--- config.mk ---
export PLATFORM = sky130hd
export DESIGN_NAME = rxw_idle_wake
export DESIGN_NICKNAME = d
export VERILOG_FILES = /design/src/rtl/rxw_pkg.sv /design/src/rtl/rxw_tick_gen.sv /design/src/rtl/rxw_sync.sv /design/src/rtl/rxw_frame_rx.sv /design/src/rtl/rxw_idle_det.sv /design/src/rtl/rxw_idle_wake.sv
export SDC_FILE = /design/constraint.sdc
export NUM_CORES = 1
export LEC_CHECK = 0
export BUFFER_PORTS_ARGS = -buffer_cell sky130_fd_sc_hd__buf_2
export CORE_UTILIZATION = 50
export CTS_BUF_LIST = sky130_fd_sc_hd__clkbuf_2
export CTS_CLUSTER_DIAMETER = 100
export DETAILED_ROUTE_END_ITERATION = 12
export PLACE_DENSITY_LB_ADDON = 0.3
export SYNTH_ARGS = -nofsm -noshare
export SYNTH_HDL_FRONTEND = slang
export SYNTH_SLANG_ARGS = --single-unit
--- constraint.sdc ---
create_clock -name clk -period 2.28 [get_ports clk]
set_input_delay 0 -clock clk [delete_from_list [all_inputs] [get_ports clk]]
set_output_delay 0 -clock clk [all_outputs]
set_load 0.05 [all_outputs]
--- src/rtl/rxw_pkg.sv ---
package rxw_pkg;
  localparam int OSR = 16;
  localparam logic [3:0] MID_TICK = 4'(OSR / 2 - 1);
  localparam logic [3:0] LAST_TICK = 4'(OSR - 1);

  typedef enum logic [1:0] {
    ST_IDLE,
    ST_START,
    ST_DATA,
    ST_STOP
  } rx_state_t;

  function automatic logic [3:0] frame_len(input logic f11);
    return f11 ? 4'd11 : 4'd10;
  endfunction

  function automatic logic [3:0] data_len(input logic f11);
    return f11 ? 4'd9 : 4'd8;
  endfunction
endpackage

--- src/rtl/rxw_tick_gen.sv ---
module rxw_tick_gen #(
  parameter int DIV = 4
) (
  input  logic clk,
  input  logic rst_n,
  output logic tick
);
  generate
    if (DIV <= 1) begin : g_every
      assign tick = 1'b1;
    end else begin : g_div
      localparam int W = $clog2(DIV);
      logic [W-1:0] cnt;
      always_ff @(posedge clk or negedge rst_n) begin
        if (!rst_n) cnt <= '0;
        else if (cnt == W'(DIV - 1)) cnt <= '0;
        else cnt <= cnt + 1'b1;
      end
      assign tick = (cnt == W'(DIV - 1));
    end
  endgenerate
endmodule

--- src/rtl/rxw_sync.sv ---
module rxw_sync #(
  parameter int STAGES = 2
) (
  input  logic clk,
  input  logic rst_n,
  input  logic din,
  output logic dout
);
  logic [STAGES-1:0] chain;
  always_ff @(posedge clk or negedge rst_n) begin
    if (!rst_n) chain <= '1;
    else chain <= {chain[STAGES-2:0], din};
  end
  assign dout = chain[STAGES-1];
endmodule

--- src/rtl/rxw_frame_rx.sv ---
module rxw_frame_rx
  import rxw_pkg::*;
(
  input  logic       clk,
  input  logic       rst_n,
  input  logic       tick,
  input  logic       rx,
  input  logic       fmt11,
  output logic       start_ok,
  output logic       char_done,
  output logic [8:0] word
);
  rx_state_t  st;
  logic [3:0] os;
  logic [3:0] idx;
  logic       f11_q;
  logic [8:0] shreg;

  assign start_ok  = tick && (st == ST_START) && (os == MID_TICK) && !rx;
  assign char_done = tick && (st == ST_STOP) && (os == LAST_TICK);
  assign word      = shreg;

  always_ff @(posedge clk or negedge rst_n) begin
    if (!rst_n) begin
      st    <= ST_IDLE;
      os    <= '0;
      idx   <= '0;
      f11_q <= 1'b0;
      shreg <= '0;
    end else if (tick) begin
      case (st)
        ST_IDLE: begin
          os <= '0;
          if (!rx) st <= ST_START;
        end
        ST_START: begin
          if (os == MID_TICK) begin
            os <= '0;
            if (!rx) begin
              st    <= ST_DATA;
              idx   <= '0;
              f11_q <= fmt11;
              shreg <= '0;
            end else begin
              st <= ST_IDLE;
            end
          end else begin
            os <= os + 1'b1;
          end
        end
        ST_DATA: begin
          if (os == LAST_TICK) begin
            os         <= '0;
            shreg[idx] <= rx;
            if (idx == data_len(f11_q) - 4'd1) st <= ST_STOP;
            else idx <= idx + 1'b1;
          end else begin
            os <= os + 1'b1;
          end
        end
        default: begin
          if (os == LAST_TICK) begin
            os <= '0;
            st <= ST_IDLE;
          end else begin
            os <= os + 1'b1;
          end
        end
      endcase
    end
  end

  // a validated start always leads into data reception
  p_start_enters_data_r3: assert property (@(posedge clk) disable iff (!rst_n)
    start_ok |=> (st == ST_DATA));
endmodule

--- src/rtl/rxw_idle_det.sv ---
module rxw_idle_det
  import rxw_pkg::*;
(
  input  logic clk,
  input  logic rst_n,
  input  logic tick,
  input  logic rx,
  input  logic fmt11,
  input  logic rearm,
  output logic idle_hit
);
  logic [3:0] phase;
  logic [3:0] bits;
  logic       armed;
  logic [3:0] flen;

  assign flen = frame_len(fmt11);
  assign idle_hit = tick && rx && armed && (phase == LAST_TICK) &&
                    (bits == flen - 4'd1);

  always_ff @(posedge clk or negedge rst_n) begin
    if (!rst_n) begin
      phase <= '0;
      bits  <= '0;
      armed <= 1'b1;
    end else begin
      if (tick) begin
        if (!rx) begin
          phase <= '0;
          bits  <= '0;
        end else if (phase == LAST_TICK) begin
          phase <= '0;
          if (bits < flen) bits <= bits + 1'b1;
        end else begin
          phase <= phase + 1'b1;
        end
      end
      if (rearm) armed <= 1'b1;
      else if (idle_hit) armed <= 1'b0;
    end
  end

  // a low sample always restarts the count
  p_low_restarts_r10: assert property (@(posedge clk) disable iff (!rst_n)
    (tick && !rx) |=> (bits == 4'd0));
  // detection fires once and needs a start before firing again
  p_single_hit_r9: assert property (@(posedge clk) disable iff (!rst_n)
    (idle_hit && !rearm) |=> !armed);
endmodule

--- src/rtl/rxw_idle_wake.sv ---
module rxw_idle_wake
  import rxw_pkg::*;
#(
  parameter int SAMP_DIV    = 4,
  parameter int SYNC_STAGES = 2
) (
  input  logic       clk,
  input  logic       rst_n,
  input  logic       rxd,
  input  logic       fmt11,
  input  logic       wake_sel,
  input  logic       rwu_set,
  input  logic       rie,
  input  logic       ilie,
  input  logic       rd_ack,
  input  logic       idle_ack,
  output logic [8:0] rx_data,
  output logic       rx_full,
  output logic       sleeping,
  output logic       idle_flag,
  output logic       idle_pend,
  output logic       rx_irq,
  output logic       idle_irq
);
  logic       tick;
  logic       rx_s;
  logic       start_ok;
  logic       char_done;
  logic       idle_hit;
  logic [8:0] word;

  rxw_tick_gen #(.DIV(SAMP_DIV)) u_tick (
    .clk(clk), .rst_n(rst_n), .tick(tick));

  rxw_sync #(.STAGES(SYNC_STAGES)) u_sync (
    .clk(clk), .rst_n(rst_n), .din(rxd), .dout(rx_s));

  rxw_frame_rx u_frame (
    .clk(clk), .rst_n(rst_n), .tick(tick), .rx(rx_s), .fmt11(fmt11),
    .start_ok(start_ok), .char_done(char_done), .word(word));

  rxw_idle_det u_idle (
    .clk(clk), .rst_n(rst_n), .tick(tick), .rx(rx_s), .fmt11(fmt11),
    .rearm(start_ok), .idle_hit(idle_hit));

  always_ff @(posedge clk or negedge rst_n) begin
    if (!rst_n) begin
      rx_data   <= '0;
      rx_full   <= 1'b0;
      sleeping  <= 1'b0;
      idle_flag <= 1'b0;
      idle_pend <= 1'b0;
    end else begin
      if (char_done && !sleeping) begin
        rx_data <= word;
        rx_full <= 1'b1;
      end else if (rd_ack) begin
        rx_full <= 1'b0;
      end
      if (rwu_set) sleeping <= 1'b1;
      else if (idle_hit && !wake_sel) sleeping <= 1'b0;
      if (idle_hit) idle_flag <= 1'b1;
      else if (start_ok) idle_flag <= 1'b0;
      if (idle_hit) idle_pend <= 1'b1;
      else if (idle_ack) idle_pend <= 1'b0;
    end
  end

  assign rx_irq   = rie & rx_full;
  assign idle_irq = ilie & idle_pend;

  p_idle_sets_flags_r6: assert property (@(posedge clk) disable iff (!rst_n)
    idle_hit |=> (idle_flag && idle_pend));
  p_idle_wakes_r7: assert property (@(posedge clk) disable iff (!rst_n)
    (idle_hit && !wake_sel && !rwu_set) |=> !sleeping);
  p_start_clears_idle_r9: assert property (@(posedge clk) disable iff (!rst_n)
    (start_ok && !idle_hit) |=> !idle_flag);
  p_sleep_holds_data_r5: assert property (@(posedge clk) disable iff (!rst_n)
    (sleeping && char_done) |=> $stable(rx_data));
  p_awake_char_full_r1: assert property (@(posedge clk) disable iff (!rst_n)
    (char_done && !sleeping) |=> rx_full);
endmodule

==> results.md, run 1 <==
- Max Fclk: 0.495 GHz
- Total Die Area: 4820 um2
- Syn Area/Cell: 10.4 um2
- RSZ-0062 raised after global routing: no
- Post-CTS setup buffer count: 0
- Total power: 1.63 mW
- CTS root buf: clkbuf_2
- Clk_skew: 0.0200 ns
- Tmin final: 2.02 ns
- Synth Area in XOR/XNOR: 1.16%
- Slew @ Worst Pin: 0.986 ns
- Vias in the first global route: 1,733
- Port Buffers: 24
- Crit share post-route: 88.7%
- Adder-Cell Fraction of Synth Area: 4.96%
- CP max stage cell: dlygate4sd3_1
- GP Congestion: 0.807
- Reg2reg path depth: 6
- Clk sinks: 46
- RR Endpoint: idle_pend$_DFFE_PN0P_
- Die Span Y: 69.4 um
- Slew Limit Headroom: 34.2%
- Skew-Pair Late Insertion Delay: 0.42 ns
- Cell Chain, Critical Path: ha_2 -> buf_4 -> nor4bb_1 -> nand4_1 -> o21ai_0 -> dlygate4sd3_1
- Post-DRT Antenna Nets: 0
- Wire length per cell: 13.6 um
- CP Depth: 6
- Post-synthesis cell count: 219
- CTS Buf Count: 5
- Crit path to: idle_pend$_DFFE_PN0P_
- Sequential share of the synthesized area: 50.9%
- WL final: 4110 um
- Reg-to-reg startpoint: u_tick.g_div.cnt[0]$_DFF_PN0_
- PD cells: 642 nW/um2
- Starting Density: 52.2%
- Worst hold path depth: 2
- Global-route wire length before repair: 7650 um
- Type of the worst min-delay path: in -> reg
- Critical Path Start: u_tick.g_div.cnt[0]$_DFF_PN0_
- Largest net degree at the start of global routing: 47
- Max Root-Sink Buffers: 2
- Post-synth ARST share: 100%
- Total of warnings raised by yosys: 0
- Total global-route track usage: 19.7%
- Site Rows: 24
- Setup slack at placement: 0.290 ns
- DR pass1 iterations: 4
- Critical path launch point type: flop
- Fin worst setup slack: 0.258 ns
- Antenna violations before repair: 0
- Synth area leader: dfrtp_1
- Area Overhead vs Synth: 12.1%
- Count of different cell masters after synthesis: 46
- Total grt overflow: 0
- Syn Nets: 238
- Mux share of post-synthesis cell area: 7.33%
- Commonest non-fill, non-tap cell in the layout: dfrtp_1
- Dpl hpwl: 2840 um
- H-tree depth: 2
- Synthesized cell area: 2270 um2
- 1st-iter DRT viols: 71
- Core Region: 4350 um2
- Critical Path AT: 2.41 ns
- Final Hold Vio Count: 0
- WP buf/inv: 2
- Top cell type's share of synthesized area: 47.4%
- Flop2flop setup slack: 0.26 ns
- Most frequent cells in the layout: dfrtp_1, nand2_1, buf_2
- Req. time, crit path: 2.66 ns
- Clk slew on worst S/H paths: 0.24 ns
- Share of cells above drive strength 1: 23.1%
- Nets@finish: 269
- Dominant synthesized flop cell: dfrtp_1
- Crit path max-delay family: buffers and inverters
- Ant. Diodes: 0
- Count of state elements after synthesis: 46
- Drt drc: 0
- Outcome: complete, no violations
- Maxcap violations: 0
- Compound-Gate Fraction of Synth Area: 14.4%
- Cells after DPL: 287
- Final slew viol count: 0
- CTS tree: yes
- Post-synth EDFFs: 0
- Worst setup EP type: flop
- Synth top area cells: dfrtp_1, mux2_2, ha_1
- Main combinational cell family by area after synthesis: simple AND/OR/NAND/NOR gates
- I/O pin count: 25
- Die Width: 69.4 um
- Leak: 1.27 nW
- Via-to-Cell Ratio: 5.58
- Simple-Gate Fraction of Synth Area: 16.4%
- Hold slack: 0.202 ns
- Critical path peak fanout: 11
- Setup violations, final: 0
- Critical path's largest stage delay: 0.57 ns
- Maximum vdd drop: 374 uV
- Total number of vias: 1,692
- Fin Setup TNS: 0 ns
- Kind of critical path: reg -> reg
- Layout Cells excl Fill: 303
[worst min-delay path by stage]
stage | end | slack [ns] | start
2_1_floorplan | idle_flag$_DFFE_PN0P_ | -0.30 | rst_n
3_3_place_gp | u_sync.chain[0]$_DFF_PN1_ | 0.11 | rxd
3_5_place_dp | u_sync.chain[0]$_DFF_PN1_ | 0.11 | rxd
4_1_cts | u_sync.chain[0]$_DFF_PN1_ | 0.17 | rxd
5_1_grt | u_sync.chain[0]$_DFF_PN1_ | 0.16 | rxd
6_report | u_sync.chain[0]$_DFF_PN1_ | 0.20 | rxd
[metal layers]
metal  up-vias  GRT usage (%)  wire length [um]  part of all wire [%]
met5         -              0                 0                     0
met4         0           7.48                83                   2.0
met3        10           4.36               101                   2.5
met2        23           34.4              2040                    50
met1       828           23.7              1880                    46
li1        831              -                 -                     -
[registers in the layout, summed over array words and instances, names as in the netlist]
| name | cells |
|---|---|
| rx_data | 9 |
| u_frame.word | 9 |
| u_frame.idx | 4 |
| u_frame.os | 4 |
| u_idle.bits | 4 |
| u_idle.phase | 4 |
| u_frame.st | 2 |
| u_sync.chain | 2 |
| u_tick.g_div.cnt | 2 |
| idle_flag | 1 |
| idle_pend | 1 |
| rx_full | 1 |
| sleeping | 1 |
| u_frame.f11_q | 1 |
| u_idle.armed | 1 |
[per-stage QoR]
step                      utilization [%]  instance area (um2)
after floorplan                         -                 2270
after global placement               55.5                 2420
after detailed placement             55.5                 2420
after CTS                            58.4                 2540
after global routing                 58.4                 2540
final                                58.4                 2540
[power by group]
part	leakage [nW]	internal [mW]	switching, mW
clock network	0.0289	0.0753	0.265
registers	0.586	0.892	0.101
logic	0.654	0.145	0.157
total	1.27	1.11	0.522
[cells in the mapped netlist, types with 2 or more instances]
| cell | n |
|---|---|
| a21bo_2 | 3 |
| a21oi_1 | 12 |
| a31oi_1 | 2 |
| a41oi_1 | 2 |
| and2_1 | 4 |
| and3_1 | 2 |
| buf_2 | 2 |
| buf_4 | 3 |
| clkbuf_1 | 4 |
| dfrtp_1 | 43 |
| dfstp_2 | 3 |
| ha_1 | 9 |
| inv_1 | 17 |
| mux2_2 | 13 |
| mux2i_1 | 2 |
| nand2_1 | 25 |
| nand2b_1 | 2 |
| nand3_1 | 7 |
| nand4_1 | 2 |
| nand4b_1 | 2 |
| nor2_1 | 6 |
| nor2b_1 | 5 |
| o21ai_0 | 21 |
| o22ai_1 | 5 |
| xnor2_1 | 2 |
[cells by family (layout without fill, tap and decap cells)]
kind of cell             Yosys count  count (layout)
multiplexers                      15              15
adder cells (fa/ha/maj)            9               9
AND/OR/NAND/NOR                   66              66
buffers and inverters             26              58
AO/OA/AOI/OAI                     54              54
flip-flops                        46              46
XOR/XNOR                           3               3
[cell type report]
class	instances	area (um2)
Timing Repair Buffer	33	208
Clock inverter	3	21.3
Clock buffer	5	25.0
Multi-Input combinational cell	147	1010
Fill cell	381	1810
Tap cell	52	65.1
Inverter	17	63.8
Sequential cell	46	1150
[repair_timing]
item / 4_1_cts / 5_1_grt
hold endpoints to repair: 49 / 0
gates resized for setup: 0 / 1
hold buffers: 8 / 0
endpoints found under the setup margin: 0 / 1
Note: power is estimated with default switching activity, not from simulation.
==> inputs of run 2 (changes only) <==
--- a/config.mk
+++ b/config.mk
@@ -6,7 +6,8 @@
 export NUM_CORES = 1
 export LEC_CHECK = 0
 export BUFFER_PORTS_ARGS = -buffer_cell sky130_fd_sc_hd__buf_2
-export CORE_UTILIZATION = 50
+export CAP_MARGIN = 20
+export CORE_UTILIZATION = 35
 export CTS_BUF_LIST = sky130_fd_sc_hd__clkbuf_2
 export CTS_CLUSTER_DIAMETER = 100
 export DETAILED_ROUTE_END_ITERATION = 12
==> run 2 against run 1 <==
  * Sequential share of layout area decreased by 1.2 points
  * Core utilization decreased by 16 points
  * Design area increased by 2.7%
  * Via count decreased by 0.71%
==> results.md, run 2 (synthesis results as in run 1) <==
- Clk slew on worst S/H paths: 0.26 ns (+0.02 ns)
- Die Span Y: 82.6 um (+19%)
- 1st-iter DRT viols: 86 (+21%)
- Die Width: 82.6 um (+19%)
- Clk sinks: 46 (unchanged)
- Total power: 1.67 mW (+2.1%)
- Area of the multi-input gates: 1000 um2 (-0.25%)
- DR pass1 iterations: 4 (unchanged)
- Commonest non-fill, non-tap cell in the layout: dfrtp_1
- Type of the worst min-delay path: in -> async
- Top routing layer in use: met4
- Largest net degree at the start of global routing: 20 (-57%)
- GP Congestion: 0.821 (+1.7%)
- Vias in the first global route: 1,625 (-6.2%)
- Via-to-Cell Ratio: 5.08 (-9.1%)
- Wire length per cell: 13.2 um (-2.9%)
- H-tree depth: 2 (unchanged)
- Dpl hpwl: 3100 um (+9.0%)
- Most frequent cells in the layout: dfrtp_1, nand2_1, buf_2
- Reg power frac: 59.5% (-1.2 points)
- Clk_skew: 0.0302 ns (+0.0102 ns)
- PD cells: 639 nW/um2 (-0.54%)
- Met3 WL: 91 um (-9.9%)
- Max Fclk: 0.511 GHz (+3.4%)
- Crit share post-route: 85.8% (-2.9 points)
- Leak: 1.29 nW (+1.7%)
- Total global-route track usage: 14.8% (-4.9 points)
- Starting Density: 37.3% (-15 points)
- Area Overhead vs Synth: 15.0%
- Core Region: 6100 um2 (+40%)
- Critical path peak fanout: 10 (-1)
- CTS tree: yes
- Fin Setup TNS: 0 ns (unchanged)
- Kind of critical path: reg -> reg
- Tmin final: 1.96 ns (-0.0657 ns)
- Critical Path AT: 2.32 ns (-0.09 ns)
- Antenna violations before repair: 0 (unchanged)
- Filler cells: 626 (+64%)
- Nets@finish: 274 (+1.9%)
- Drt drc: 0 (unchanged)
- Register Area: 1150 um2 (unchanged)
- Switching power: 0.544 mW (+4.0%)
- Setup violations, final: 0 (unchanged)
- Comb pwr share: 18.5% (about the same)
- Ant. Diodes: 0 (unchanged)
- Worst setup EP type: flop
- Total grt overflow: 0 (unchanged)
- Total Die Area: 6810 um2 (+42%)
- Maxcap violations: 0 (unchanged)
- Max Root-Sink Buffers: 2 (unchanged)
- Slew Limit Headroom: 44.6% (+10 points)
- Share of cells above drive strength 1: 24.6% (+1.5 points)
- Post-DRT Antenna Nets: 0 (unchanged)
- Req. time, crit path: 2.64 ns (-0.02 ns)
- I/O pin count: 25 (unchanged)
- Sw frac: 32.6% (+0.61 points)
- Slew @ Worst Pin: 0.829 ns (-0.158 ns)
- Skew-Pair Late Insertion Delay: 0.43 ns (about the same)
- Total number of vias: 1,680 (-0.71%)
- Maximum vdd drop: 325 uV (-13%)
- Final slew viol count: 0 (unchanged)
- Internal Power: 1.13 mW (+1.2%)
- Wl on met1: 2050 um (+8.8%)
- Site Rows: 28 (+17%)
- Met2 Routed Length: 2120 um (+4.0%)
- CTS Buf Count: 5 (unchanged)
- Clock power frac: 22.0% (+1.2 points)
- Critical path launch point type: flop
- RSZ-0062 raised after global routing: no
- WL final: 4360 um (+6.1%)
- Port Buffers: 24 (unchanged)
- Global-route wire length before repair: 7490 um (-2.1%)
- CTS root buf: clkbuf_2
- Outcome: complete, no violations
- Final Util: 42.9% (-16 points)
- Final Hold Vio Count: 0 (unchanged)
==> run 2: cell types whose count changed in the layout (fill, tap and decap cells not counted), sizes merged <==
cell	change
buf	+5
clkinv	-1
inv	+1
==> run 2: area by class of cell <==
class,count,area share (%)
inverters,17,2.44
well taps,75,3.59
flip-flops and latches,46,44.2
repair buffers,38,9.39
clock inverters,3,0.958
clock buffers,5,0.958
multi-input cells,147,38.5
==> run 2: final timing paths <==
check                                              start                           to  slack, ns  cells past startpoint
max reg2reg                u_tick.g_div.cnt[0]$_DFF_PN0_       rx_data[6]$_DFFE_PN0P_       0.32                      5
max                        u_tick.g_div.cnt[0]$_DFF_PN0_       rx_data[6]$_DFFE_PN0P_       0.32                      5
min reg2reg                    u_sync.chain[0]$_DFF_PN1_    u_sync.chain[1]$_DFF_PN1_       0.37                      0
min in group clk                                     rxd    u_sync.chain[0]$_DFF_PN1_       0.21                      2
min                                                rst_n    u_frame.st[1]$_DFFE_PN0P_       0.04                      3
max in group asynchronous                          rst_n  u_frame.word[0]$_DFFE_PN0P_       1.02                      3
==> run 2: routing by layer <==
layer	vias to the layer above	GRT usage (%)
met5	-	0
met4	0	7.24
met3	7	2.97
met2	21	24.2
met1	810	18.5
li1	842	-
==> run 2: worst max-delay path, stage by stage, from the launching register on <==
cell and delay (ns):
dfrtp_1 0.41, ha_1 0.30, and4_4 0.30, nand2_2 0.07
nor3_4 0.44, mux2_2 0.40
==> run 2: metrics by stage <==
step | hold slack [ns] | cells | cell area [um2] | setup slack [ns]
after floorplan | -0.296 | 219 | 2270 | 0.582
after global placement | -0.0268 | 312 | 2460 | 0.373
after detailed placement | -0.0238 | 312 | 2460 | 0.296
after CTS | 0.0114 | 328 | 2590 | 0.0228
after global routing | 0.0214 | 331 | 2610 | 0.193
final | 0.0402 | 331 | 2610 | 0.324
==> run 2: power by group through the flow <==
stage	logic (mW)	clock network [mW]	registers, mW
after floorplan	0.265	0	0.971
after global placement	0.291	0	1.00
after detailed placement	0.296	0	1.01
after CTS	0.308	0.392	0.992
after global routing	0.350	0.417	1.01
final	0.309	0.367	0.994
==> run 2: repair_timing <==
| action | CTS | global route |
|---|---|---|
| resized for setup | 0 | 2 |
| buffers inserted | 0 | 3 |
| hold endpoints to repair | 49 | 1 |
| hold buffers | 8 | 1 |
| endpoints found under the setup margin | 0 | 1 |
==> inputs of run 3 (changes only) <==
--- a/config.mk
+++ b/config.mk
@@ -5,8 +5,10 @@
 export SDC_FILE = /design/constraint.sdc
 export NUM_CORES = 1
 export LEC_CHECK = 0
+export ABC_AREA = 1
 export BUFFER_PORTS_ARGS = -buffer_cell sky130_fd_sc_hd__buf_2
 export CAP_MARGIN = 20
+export CORE_ASPECT_RATIO = 2
 export CORE_UTILIZATION = 35
 export CTS_BUF_LIST = sky130_fd_sc_hd__clkbuf_2
 export CTS_CLUSTER_DIAMETER = 100
==> run 3 against run 2 <==
  * Die area grew 5.5%
  * Global-route usage fell by 0.20 points
  * Register-to-register slack worse by 0.05 ns
  * Critical path depth is 2 higher
  * Flip-flop and latch count did not move
  * Routed wire length increased by 6.3%
  * Worst setup slack worse by 0.051 ns
  * Hold slack better by 0.024 ns
  * Sequential power decreased by 1%
  * Clock power is 9.3% lower
  * Clock skew decreased by 0.016 ns
  * Non-clock buffer count decreased by 6
  * Critical path type unchanged
  * Largest cell class unchanged
  * Highest routed layer unchanged
==> results.md, run 3 <==
- Outcome: complete, no violations
- Tmin final: 2.01 ns (+0.0513 ns)
- Dpl hpwl: 3510 um (+13%)
- Die Span Y: 119 um (+44%)
- Clk sinks: 46 (unchanged)
- CTS resizes: 0 (unchanged)
- Fin Setup TNS: 0 ns (unchanged)
- Critical path's largest stage delay: 0.55 ns (+0.11 ns)
- I/O pin count: 25 (unchanged)
- Drt drc: 0 (unchanged)
- Count of different cell masters after synthesis: 28 (-39%)
- Share of cells above drive strength 1: 13.2% (-11 points)
- RSZ-0062 raised after global routing: no
- Hold slack: 0.0638 ns (+0.0236 ns)
- Req. time, crit path: 2.61 ns (-0.03 ns)
- Area Overhead vs Synth: 12.1%
- CTS tree: yes
- Wire length per cell: 10.8 um (-18%)
- Commonest non-fill, non-tap cell in the layout: nand2_1
- Via-to-Cell Ratio: 4.56 (-10%)
- RR Endpoint: sleeping$_DFFE_PN0P_
- Critical path peak fanout: 15 (+5)
- Cells after DPL: 415 (+33%)
- Crit share post-route: 88.1% (+2.3 points)
- WL final: 4630 um (+6.3%)
- Nets@finish: 360 (+31%)
- WP buf/inv: 1 (+1)
- Reg2reg path depth: 7 (+2)
- Maximum vdd drop: 347 uV (+6.7%)
- Global-route wire length before repair: 7960 um (+6.3%)
- Port Buffers: 24 (unchanged)
- Setup slack at placement: 0.407 ns (+0.110 ns)
- Slew Limit Headroom: 66.2% (+22 points)
- Post-CTS setup buffer count: 0 (unchanged)
- Site Rows: 42 (+50%)
- Post-synth EDFFs: 0 (unchanged)
- Post-synthesis cell count: 309 (+41%)
- Count of state elements after synthesis: 46 (unchanged)
- Type of the worst min-delay path: in -> async
- Starting Density: 36.1% (-1.1 points)
- Post-DRT Antenna Nets: 0 (unchanged)
- Critical path launch point type: flop
- DR pass1 iterations: 4 (unchanged)
- Synthesized cell area: 2390 um2 (+5.3%)
- Skew-Pair Late Insertion Delay: 0.42 ns (about the same)
- Synth top area cells: dfrtp_1, nand2_1, inv_1
- Total number of vias: 1,959 (+17%)
- Kind of critical path: reg -> reg
- Final Util: 40.5% (-2.3 points)
- Syn Nets: 328 (+38%)
- Synth area leader: dfrtp_1
- Critical Path AT: 2.34 ns (+0.02 ns)
- Final Hold Vio Count: 0 (unchanged)
- Maxcap violations: 0 (unchanged)
- Total power: 1.69 mW (+1.0%)
- Crit path max-delay family: buffers and inverters
- Die Width: 60.5 um (-27%)
- Setup violations, final: 0 (unchanged)
- Final instance area: 2680 um2 (+2.7%)
- Cell Chain, Critical Path: ha_1 -> nand2_1 -> nor2_1 -> nand3b_1 -> nand2_1 -> nand2_1 -> dlygate4sd3_1
- Total Die Area: 7190 um2 (+5.5%)
- Final slew viol count: 0 (unchanged)
- Cts hold-fix bufs: 7 (-1)
- Cell repeated most along the worst path: nand2_1
- GP Congestion: 0.844 (+2.8%)
- Total grt overflow: 0 (unchanged)
- CP max stage cell: dlygate4sd3_1
- Fin worst setup slack: 0.272 ns (-0.0513 ns)
- CP Depth: 7 (+2)
- Leak: 1.44 nW (+11%)
- 1st-iter DRT viols: 57 (-34%)
- Max Root-Sink Buffers: 2 (unchanged)
- Syn Area/Cell: 7.74 um2 (-25%)
- Core Region: 6620 um2 (+8.6%)
- Sequential share of the synthesized area: 48.3% (-2.6 points)
- Post-synth ARST share: 100% (unchanged)
- Clk slew on worst S/H paths: 0.20 ns (-0.06 ns)
- Flop2flop setup slack: 0.27 ns (-0.05 ns)
- DP Area: 2570 um2 (+4.6%)
- Total global-route track usage: 14.6% (-0.20 points)
- Critical Path Start: u_tick.g_div.cnt[0]$_DFF_PN0_
- Antenna violations before repair: 0 (unchanged)
- Layout Cells excl Fill: 430 (+30%)
- Worst setup EP type: flop
- Largest net degree at the start of global routing: 26 (+30%)
- Ant. Diodes: 0 (unchanged)
- CTS root buf: clkbuf_2
- H-tree depth: 2 (unchanged)
- Slew @ Worst Pin: 0.507 ns (-0.322 ns)
- Top cell type's share of synthesized area: 45.0% (-2.4 points)
- Dominant synthesized flop cell: dfrtp_1
- Reg-to-reg startpoint: u_tick.g_div.cnt[0]$_DFF_PN0_
- Crit path to: sleeping$_DFFE_PN0P_
- PD cells: 629 nW/um2 (-1.6%)
- Clk_skew: 0.0144 ns (-0.0158 ns)
- Top-count cell post-synth: nand2_1
- Commonest cells in the netlist: nand2_1, inv_1, dfrtp_1, nand3_1, nor2_1
- Vias in the first global route: 1,911 (+18%)
- Total of warnings raised by yosys: 0 (unchanged)
- CTS Buf Count: 5 (unchanged)
- Max Fclk: 0.498 GHz (-2.6%)
- Most frequent cells in the layout: nand2_1, inv_1, dfrtp_1
run 3: changes by cell type in the layout (fill, tap and decap cells not counted), sizes merged, moves of 13 or more:
cell,previous run,this run
nand2,26,110
nor2,6,23
mux2,13,0
nand3,7,26
inv,18,48
run 3: layer usage:
layer	track usage [%]	part of all wire (%)
met1	14.4	41
met3	3.37	2.7
met5	0	0
met4	8.10	3.9
met2	26.2	53
run 3: layout make-up:
class / instances / area (um2)
clock buffer: 8 / 40.0
tap: 88 / 110
fill: 718 / 3940
multi-input combinational: 208 / 1000
sequential: 46 / 1150
inverter: 48 / 180
timing repair buffer: 32 / 198
run 3: cells by family after synthesis:
logic type,synth area share (%)
adders and majority gates,4.71
and+or+nand+nor,29.3
AOI/OAI and AO/OA,6.33
xor gates and xnor gates,1.46
DFF,48.3
buffers and inverters,9.94
run 3: worst min path at each step:
stage	depth (start not counted)	slack [ns]	from	end
2_1_floorplan	0	-0.30	rst_n	idle_flag$_DFFE_PN0P_
3_3_place_gp	1	0.002	rst_n	u_frame.os[3]$_DFFE_PN0N_
3_5_place_dp	1	-0.004	rst_n	u_frame.os[3]$_DFFE_PN0N_
4_1_cts	2	0.05	rst_n	u_frame.os[2]$_DFFE_PN0N_
5_1_grt	2	0.05	rst_n	u_frame.os[2]$_DFFE_PN0N_
6_report	2	0.06	rst_n	u_frame.os[2]$_DFFE_PN0N_
run 3: worst register-to-register path: stages (launching register included):
cell and delay, ns:
dfrtp_1 0.40, ha_1 0.46, nand2_1 0.15, nor2_1 0.17, nand3b_1 0.09, nand2_1 0.06, nand2_1 0.04, dlygate4sd3_1 0.55
run 3: power breakdown:
group / total [mW] / internal, mW / switching (mW) / leakage (nW)
clock: 0.333 / 0.0903 / 0.242 / 0.0332
combinational: 0.370 / 0.135 / 0.236 / 0.803
sequential: 0.984 / 0.887 / 0.0965 / 0.602
total: 1.69 / 1.11 / 0.574 / 1.44
